[src/rtl/spi_cmd_pkg.sv]
package spi_cmd_pkg;
   localparam int unsigned ADDR_W = 5;

   localparam logic [ADDR_W-1:0] A_CSMASK = 5'h10;
   localparam logic [ADDR_W-1:0] A_CTRL   = 5'h11;
   localparam logic [ADDR_W-1:0] A_RDBK   = 5'h12;
   localparam logic [ADDR_W-1:0] A_LOCK   = 5'h13;
   localparam logic [ADDR_W-1:0] A_CLR    = 5'h14;
   localparam logic [ADDR_W-1:0] A_SDOC   = 5'h15;
   localparam logic [ADDR_W-1:0] A_SCKC   = 5'h16;
   localparam logic [ADDR_W-1:0] A_CSC    = 5'h17;
   localparam logic [ADDR_W-1:0] A_WLEN   = 5'h19;
   localparam logic [ADDR_W-1:0] A_HALF   = 5'h1A;

   localparam int unsigned START_BIT = 31;

   // per-line gating: upper half inverts, lower half disables
   typedef struct packed {
      logic [15:0] inv;
      logic [15:0] dis;
   } line_ctl_t;
endpackage

[src/rtl/spi_cmd_regs.sv]
module spi_cmd_regs
   import spi_cmd_pkg::*;
#(
   parameter int unsigned SLOTS    = 16,
   parameter int unsigned DW       = 32,
   parameter int unsigned PW       = 8,
   parameter int unsigned LINES    = 15,
   parameter int unsigned DEF_HALF = 7,
   localparam int unsigned SIW     = $clog2(SLOTS),
   localparam int unsigned WLW     = $clog2(DW) + 1
)(
   input  logic              clk,
   input  logic              rst_n,
   input  logic              we,
   input  logic [ADDR_W-1:0] addr,
   input  logic [31:0]       wdata,
   output logic [31:0]       rdata,
   input  logic              busy,
   input  logic [SIW-1:0]    eng_idx,
   input  logic [DW-1:0]     readback,
   output logic [DW-1:0]     eng_word,
   output logic [LINES-1:0]  csmask,
   output line_ctl_t         sdo_ctl,
   output line_ctl_t         sck_ctl,
   output line_ctl_t         cs_ctl,
   output logic [WLW-1:0]    wlen,
   output logic [PW-1:0]     half,
   output logic [SIW-1:0]    count_m1,
   output logic              lock,
   output logic              clr,
   output logic              start
);
   localparam logic [15:0] LMASK = 16'((32'd1 << LINES) - 1);

   logic [DW-1:0] slot_q [SLOTS];
   logic          wr_ok;

   assign wr_ok = we && !busy;
   assign start = wr_ok && (addr == A_CTRL) && wdata[START_BIT] && !lock;
   assign eng_word = slot_q[eng_idx];

   function automatic line_ctl_t to_ctl(input logic [31:0] d);
      line_ctl_t c;
      c.inv = d[31:16] & LMASK;
      c.dis = d[15:0]  & LMASK;
      return c;
   endfunction

   always_ff @(posedge clk) begin
      if (!rst_n) begin
         csmask   <= '0;
         sdo_ctl  <= '0;
         sck_ctl  <= '0;
         cs_ctl   <= '0;
         wlen     <= WLW'(DW);
         half     <= PW'(DEF_HALF);
         count_m1 <= '0;
         lock     <= 1'b0;
         clr      <= 1'b0;
      end else if (wr_ok) begin
         case (addr)
            A_CSMASK: csmask   <= wdata[LINES-1:0];
            A_CTRL:   count_m1 <= wdata[SIW-1:0];
            A_LOCK:   lock     <= wdata[0];
            A_CLR:    clr      <= wdata[0];
            A_SDOC:   sdo_ctl  <= to_ctl(wdata);
            A_SCKC:   sck_ctl  <= to_ctl(wdata);
            A_CSC:    cs_ctl   <= to_ctl(wdata);
            A_WLEN:   if (wdata >= 32'd1 && wdata <= 32'(DW)) wlen <= wdata[WLW-1:0];
            A_HALF:   half     <= wdata[PW-1:0];
            default:  ;
         endcase
      end
   end

   generate
      for (genvar s = 0; s < SLOTS; s++) begin : g_slot
         always_ff @(posedge clk) begin
            if (!rst_n)
               slot_q[s] <= '0;
            else if (wr_ok && addr == ADDR_W'(s))
               slot_q[s] <= wdata[DW-1:0];
         end
      end
   endgenerate

   always_comb begin
      rdata = '0;
      if (addr < ADDR_W'(SLOTS))
         rdata = 32'(slot_q[addr[SIW-1:0]]);
      else begin
         case (addr)
            A_CSMASK: rdata = 32'(csmask);
            A_CTRL:   rdata = {busy, 31'(count_m1)};
            A_RDBK:   rdata = 32'(readback);
            A_LOCK:   rdata = {31'b0, lock};
            A_CLR:    rdata = {31'b0, clr};
            A_SDOC:   rdata = sdo_ctl;
            A_SCKC:   rdata = sck_ctl;
            A_CSC:    rdata = cs_ctl;
            A_WLEN:   rdata = 32'(wlen);
            A_HALF:   rdata = 32'(half);
            default:  rdata = '0;
         endcase
      end
   end
endmodule

[src/rtl/spi_cmd_engine.sv]
module spi_cmd_engine #(
   parameter int unsigned SLOTS = 16,
   parameter int unsigned DW    = 32,
   parameter int unsigned PW    = 8,
   localparam int unsigned SIW  = $clog2(SLOTS),
   localparam int unsigned WLW  = $clog2(DW) + 1,
   localparam int unsigned HW   = WLW + 1
)(
   input  logic           clk,
   input  logic           rst_n,
   input  logic           start,
   input  logic [SIW-1:0] count_m1,
   input  logic [WLW-1:0] wlen,
   input  logic [PW-1:0]  half,
   input  logic [DW-1:0]  word_in,
   input  logic           sdi,
   output logic [SIW-1:0] word_idx,
   output logic           busy,
   output logic           sck_raw,
   output logic           sdo_raw,
   output logic           cs_raw,
   output logic [DW-1:0]  readback
);
   logic [SIW-1:0] idx_q;
   logic [HW-1:0]  h_q;
   logic [PW-1:0]  tk_q;
   logic [DW-1:0]  tx_q, rx_q;
   logic [HW-1:0]  last_h, two_n;
   logic [DW-1:0]  aligned;

   assign last_h   = {wlen, 1'b1};
   assign two_n    = {wlen, 1'b0};
   assign aligned  = word_in << (WLW'(DW) - wlen);
   assign word_idx = busy ? idx_q + SIW'(1) : '0;

   always_ff @(posedge clk) begin
      if (!rst_n) begin
         busy     <= 1'b0;
         idx_q    <= '0;
         h_q      <= '0;
         tk_q     <= '0;
         tx_q     <= '0;
         rx_q     <= '0;
         readback <= '0;
      end else if (!busy) begin
         if (start) begin
            busy  <= 1'b1;
            idx_q <= '0;
            h_q   <= '0;
            tk_q  <= '0;
            tx_q  <= aligned;
            rx_q  <= '0;
         end
      end else if (tk_q != half) begin
         tk_q <= tk_q + PW'(1);
      end else begin
         tk_q <= '0;
         if (h_q == last_h) begin
            readback <= rx_q;
            if (idx_q == count_m1)
               busy <= 1'b0;
            else begin
               idx_q <= idx_q + SIW'(1);
               h_q   <= '0;
               tx_q  <= aligned;
               rx_q  <= '0;
            end
         end else begin
            h_q <= h_q + HW'(1);
            if (!h_q[0]) begin
               if (h_q != two_n) rx_q <= {rx_q[DW-2:0], sdi};
            end else if (h_q + HW'(1) != two_n) begin
               tx_q <= tx_q << 1;
            end
         end
      end
   end

   assign cs_raw  = busy && (h_q != last_h);
   assign sck_raw = cs_raw && h_q[0];
   assign sdo_raw = cs_raw && tx_q[DW-1];
endmodule

[src/rtl/spi_cmd_lines.sv]
module spi_cmd_lines
   import spi_cmd_pkg::*;
#(
   parameter int unsigned LINES   = 15,
   parameter bit          OUT_REG = 1'b0
)(
   input  logic             clk,
   input  logic             rst_n,
   input  logic             raw,
   input  logic [LINES-1:0] sel,
   input  line_ctl_t        ctl,
   output logic [LINES-1:0] pins
);
   logic [LINES-1:0] gated;

   generate
      for (genvar i = 0; i < LINES; i++) begin : g_line
         assign gated[i] = (raw & sel[i] & ~ctl.dis[i]) ^ ctl.inv[i];
      end
      if (OUT_REG) begin : g_reg
         always_ff @(posedge clk) begin
            if (!rst_n) pins <= '0;
            else        pins <= gated;
         end
      end else begin : g_comb
         logic unused_ok;
         assign unused_ok = clk ^ rst_n;
         assign pins = gated;
      end
   endgenerate
endmodule

[src/rtl/spi_cmd_master.sv]
module spi_cmd_master
   import spi_cmd_pkg::*;
#(
   parameter int unsigned LINES    = 15,
   parameter int unsigned SLOTS    = 16,
   parameter int unsigned DW       = 32,
   parameter int unsigned PW       = 8,
   parameter int unsigned DEF_HALF = 7,
   parameter bit          OUT_REG  = 1'b0,
   localparam int unsigned SIW     = $clog2(SLOTS),
   localparam int unsigned WLW     = $clog2(DW) + 1
)(
   input  logic              clk,
   input  logic              rst_n,
   input  logic              reg_we,
   input  logic [ADDR_W-1:0] reg_addr,
   input  logic [31:0]       reg_wdata,
   output logic [31:0]       reg_rdata,
   input  logic              spi_sdi,
   output logic [LINES-1:0]  spi_sck,
   output logic [LINES-1:0]  spi_sdo,
   output logic [LINES-1:0]  spi_cs,
   output logic              spi_clr,
   output logic              busy
);
   generate
      if (LINES < 1 || LINES > 16) begin : g_bad_lines
         $error("LINES must lie in 1..16");
      end
      if (DW < 2 || DW > 32) begin : g_bad_dw
         $error("DW must lie in 2..32");
      end
      if (SLOTS < 2 || SLOTS > 16 || (SLOTS & (SLOTS - 1)) != 0) begin : g_bad_slots
         $error("SLOTS must be a power of two in 2..16");
      end
      if (PW < 1 || PW > 16) begin : g_bad_pw
         $error("PW must lie in 1..16");
      end
   endgenerate

   logic [SIW-1:0]   word_idx, count_m1;
   logic [DW-1:0]    word_q, readback;
   logic [LINES-1:0] csmask;
   line_ctl_t        sdo_ctl, sck_ctl, cs_ctl;
   logic [WLW-1:0]   wlen;
   logic [PW-1:0]    half;
   logic             lock, start, sck_raw, sdo_raw, cs_raw;

   spi_cmd_regs #(.SLOTS(SLOTS), .DW(DW), .PW(PW), .LINES(LINES), .DEF_HALF(DEF_HALF)) u_regs (
      .clk(clk), .rst_n(rst_n), .we(reg_we), .addr(reg_addr), .wdata(reg_wdata),
      .rdata(reg_rdata), .busy(busy), .eng_idx(word_idx), .readback(readback),
      .eng_word(word_q), .csmask(csmask), .sdo_ctl(sdo_ctl), .sck_ctl(sck_ctl),
      .cs_ctl(cs_ctl), .wlen(wlen), .half(half), .count_m1(count_m1),
      .lock(lock), .clr(spi_clr), .start(start)
   );

   spi_cmd_engine #(.SLOTS(SLOTS), .DW(DW), .PW(PW)) u_eng (
      .clk(clk), .rst_n(rst_n), .start(start), .count_m1(count_m1), .wlen(wlen),
      .half(half), .word_in(word_q), .sdi(spi_sdi), .word_idx(word_idx),
      .busy(busy), .sck_raw(sck_raw), .sdo_raw(sdo_raw), .cs_raw(cs_raw),
      .readback(readback)
   );

   spi_cmd_lines #(.LINES(LINES), .OUT_REG(OUT_REG)) u_sck (
      .clk(clk), .rst_n(rst_n), .raw(sck_raw), .sel('1), .ctl(sck_ctl), .pins(spi_sck));
   spi_cmd_lines #(.LINES(LINES), .OUT_REG(OUT_REG)) u_sdo (
      .clk(clk), .rst_n(rst_n), .raw(sdo_raw), .sel('1), .ctl(sdo_ctl), .pins(spi_sdo));
   spi_cmd_lines #(.LINES(LINES), .OUT_REG(OUT_REG)) u_cs (
      .clk(clk), .rst_n(rst_n), .raw(cs_raw), .sel(csmask), .ctl(cs_ctl), .pins(spi_cs));
endmodule

[config.mk]
export PLATFORM = sky130hd
export DESIGN_NAME = spi_cmd_master
export DESIGN_NICKNAME = d
export VERILOG_FILES = /design/src/rtl/spi_cmd_pkg.sv /design/src/rtl/spi_cmd_regs.sv /design/src/rtl/spi_cmd_engine.sv /design/src/rtl/spi_cmd_lines.sv /design/src/rtl/spi_cmd_master.sv
export SDC_FILE = /design/constraint.sdc
export NUM_CORES = 2
export LEC_CHECK = 0
export ABC_AREA = 1
export BUFFER_PORTS_ARGS = -buffer_cell sky130_fd_sc_hd__buf_2
export CORE_ASPECT_RATIO = 1.5
export CORE_MARGIN = 4
export CORE_UTILIZATION = 50
export DETAILED_ROUTE_END_ITERATION = 7
export PLACE_DENSITY = 0.69
export SETUP_SLACK_MARGIN = 0.4
export SYNTH_ARGS = -nofsm -noshare
export SYNTH_HDL_FRONTEND = slang
export SYNTH_SLANG_ARGS = --single-unit
[constraint.sdc]
create_clock -name clk -period 3.9 [get_ports clk]
set_clock_uncertainty 0.2 [all_clocks]
set_input_delay 0 -clock clk [delete_from_list [all_inputs] [get_ports clk]]
set_output_delay 0 -clock clk [all_outputs]
set_load 0.01 [all_outputs]
==> out/summary.txt <==
reg2reg end: u_regs.slot_q[3][1]$_SDFFCE_PN0P_
Die H: 348 µm
Final Non-Filler Cells: 5619
RSZ-0062 raised after global routing: true
fin worst setup slack: 0.321 ns
Reg clk slew, reported paths: 0.06 ns
top cell type's share of synthesized area: 0.398
type of the worst min-delay path: in -> reg
Max clock buf depth: 3
Leak: 16.7 nW
P&R area growth vs syn: 13.1%
RePlAce Congestion: 0.972
Largest stage delay, worst path: 0.99 ns
clk sinks: 753
# setup viols final: 0
Least-Margin Pin Slew: 1.20 ns
clock latency at the later pin of the worst-skew pair: 0.65 ns
total die area: 0.0818 mm²
H-tree depth: 3
largest net degree at the start of global routing: 129
Place WS: 0.516 ns
Netlist cell types: 49
first-pass GRT wire length: 222000 µm
GRT overflow: 0
Initial Utilization: 0.506
CTS tree: yes
Die X: 235 µm
main flop type after synthesis: edfxtp_1
crit path DAT: 3.38 ns
vias per cell: 6.54
IO Count: 120
Required @ worst endpoint: 3.70 ns
number of global-route vias before repair: 35300
Worst Setup End Kind: output pin
Fin. Hold Viols: 0
Mapped Area: 0.0386 mm²
hold_sp: reg_wdata[8]
R2R Setup Slk: 0.46 ns
syn_nets: 4602
initial antenna violation count: 3
CP cell instances: dlygate4sd3_1, buf_2, inv_1, nand2_1, inv_6, buf_4, a22oi_1, a21oi_1, o41ai_1, nand2_1, buf_2
commonest non-fill, non-tap cell in the layout: nand2_1
Core Area: 0.0763 mm²
normalized max-slew margin: 0.196
crit share post-route: 0.918
power per cell area: 399 mW/mm²
initial detailed-routing violation count: 5282
Synth Area per Inst: 8.47 µm²
GRT Overall Usage: 0.356
# DRC: 0
synth top area cells: edfxtp_1 40%, dfxtp_1 12%, nand3_1 8.5%
layout cells sized above 1: 0.111
Synth Register Bits: 753
Final TNS setup: 0 ns
kind of critical path: in -> out
Hold Path Depth: 3
CTS Buf Count: 72
post-layout min period: 3.58 ns
final WL: 152000 µm
Reg2Reg Launch Point: u_eng.busy$_SDFF_PN0_
Post-Place Cells: 5437
Max VDD drop: 0.374 mV
drt first pass iters: 7
Worst setup SP type: input pin
Critical-path top delay cell: o41ai_1
Clock Tree Root: clkbuf_16
Crit Path Max Fanout: 54
Seq/Total Area, Yosys: 0.523
FP Rows: 124
Final Util: 0.572
max-slew violations: 0
Routed Antenna Nets: 0
via count of the routed design: 36700
Syn. warnings: 0
Final Total Pwr: 17.4 mW
WL per Instance: 27.0 µm
leading area contributor after synthesis: edfxtp_1
Reg2Reg Depth: 8
Syn Inst Count: 4557
Post-synth EDFFs: 512
commonest cells after routing, fill and taps aside: 710 x nand2_1, 648 x nor2_1, 638 x nand3_1
fin nets: 4596
Post-DP HPWL: 97300 µm
fmax: 0.279 GHz
# Max-Cap Violations: 0
async set-reset flop share out of synthesis: 0
Hold EP: u_regs.sdo_ctl[8]$_SDFFE_PN0P_
status: finished clean
PortBufs: 119
## repair_timing
item | in CTS | in global routing
pin swaps | 0 | 3
setup endpoints to repair | 6 | 100
resized for setup | 4 | 16
setup buffers | 0 | 6
hold buffers | 42 | 0
endpoints found under the hold margin | 575 | 0
## cell families (layout without fill, tap and decap cells)
group,after synthesis,in the layout,synth area share
AOI/OAI and AO/OA,1069,1069,0.170
xor gates and xnor gates,71,71,0.0163
adders and majority gates,4,4,0.00130
buffers and inverters,569,622,0.0589
DFF,753,753,0.523
other,0,1,0
and+or+nand+nor,2091,2091,0.230
## area by class of cell
type,count,area [µm²]
Fill cell,6794,32700
Sequential cell,753,20200
Multi-Input combinational cell,3235,16600
Timing Repair Buffer,322,2660
Clock buffer,101,2090
Tap cell,1008,1260
Inverter,167,643
Clock inverter,32,234
Antenna cell,1,2.50
## power breakdown
group	leakage [nW]	switching, mW	internal, mW
Clock	1.16	3.17	3.96
Sequential	7.25	0.139	8.74
Combinational	8.30	1.03	0.368
## worst max-delay path, delay by kind of cell
family / cells / cell delay, ns
compound gates: 3 / 1.23
buf+inv: 6 / 1.61
simple gates: 2 / 0.49
## metrics by stage
| step | hold WS, ns | instance area [µm²] |
|---|---|---|
| final | 0.0277 | 43700 |
| after global routing | 0.0598 | 43700 |
| after CTS | 0.00477 | 43500 |
| after detailed placement | 0.0894 | 40700 |
| after global placement | 0.0789 | 40700 |
| after floorplan | -0.0700 | 38600 |
## how the worst max path moves through the flow
stage | start | end | slack [ns] | depth (start not counted)
final | reg_addr[0] | reg_rdata[11] | 0.32 | 11
after global routing | reg_addr[1] | reg_rdata[10] | 0.30 | 10
after CTS | u_regs.wlen[5]$_SDFFE_PN1P_ | spi_sck[6] | 0.35 | 11
after detailed placement | u_eng.busy$_SDFF_PN0_ | u_regs.slot_q[11][25]$_SDFFCE_PN0P_ | 0.52 | 8
after global placement | u_eng.busy$_SDFF_PN0_ | u_regs.slot_q[11][23]$_SDFFCE_PN0P_ | 0.55 | 8
after floorplan | u_eng.busy$_SDFF_PN0_ | u_regs.slot_q[0][0]$_SDFFCE_PN0P_ | -0.26 | 7
## synth_stat cells, types with 2 or more instances
| cell type | instances |
|---|---|
| nand2_1 | 712 |
| nor2_1 | 658 |
| nand3_1 | 654 |
| edfxtp_1 | 512 |
| a21oi_1 | 446 |
| clkbuf_1 | 275 |
| a22oi_1 | 273 |
| dfxtp_1 | 241 |
| o21ai_0 | 209 |
| inv_1 | 141 |
| buf_2 | 83 |
| xor2_1 | 41 |
| buf_1 | 35 |
| xnor2_1 | 29 |
| a211oi_2 | 28 |
| o41ai_1 | 28 |
| nand4_1 | 17 |
| o2111ai_1 | 16 |
| o22ai_1 | 16 |
| a211oi_1 | 14 |
| nor3_1 | 14 |
| clkinv_1 | 13 |
| inv_2 | 13 |
| a221oi_1 | 11 |
| a31oi_1 | 8 |
| nor2_2 | 8 |
| nor4_1 | 8 |
| o21ai_1 | 7 |
| buf_4 | 6 |
| nand2_2 | 6 |
| o211ai_1 | 6 |
| ha_1 | 4 |
| a311oi_1 | 3 |
| clkbuf_2 | 2 |
| nand3b_1 | 2 |
| nor2_4 | 2 |
| nor2_8 | 2 |
| nor3b_1 | 2 |
| o221ai_1 | 2 |
## state kept, by name, summed over array words and instances, names as in the netlist, 15 cells and up
| signal | flops |
|---|---|
| u_regs.cs_ctl | 30 |
| u_regs.sdo_ctl | 30 |
| u_eng.rx_q | 32 |
| u_regs.slot_q | 512 |
| u_eng.readback | 32 |
| u_eng.tx_q | 32 |
| u_regs.csmask | 15 |
| u_regs.sck_ctl | 30 |
## per-layer routing
| layer | vias up | global-route usage | part of all wire | wire length, µm |
|---|---|---|---|---|
| met5 | - | 0 | 0.000079 | 12 |
| met4 | 2 | 0.263 | 0.087 | 13200 |
| met3 | 664 | 0.0776 | 0.12 | 18400 |
| met2 | 2815 | 0.570 | 0.45 | 69000 |
| met1 | 17300 | 0.422 | 0.34 | 51100 |
| li1 | 16000 | - | - | - |
Note: power is estimated with default switching activity, not from simulation.
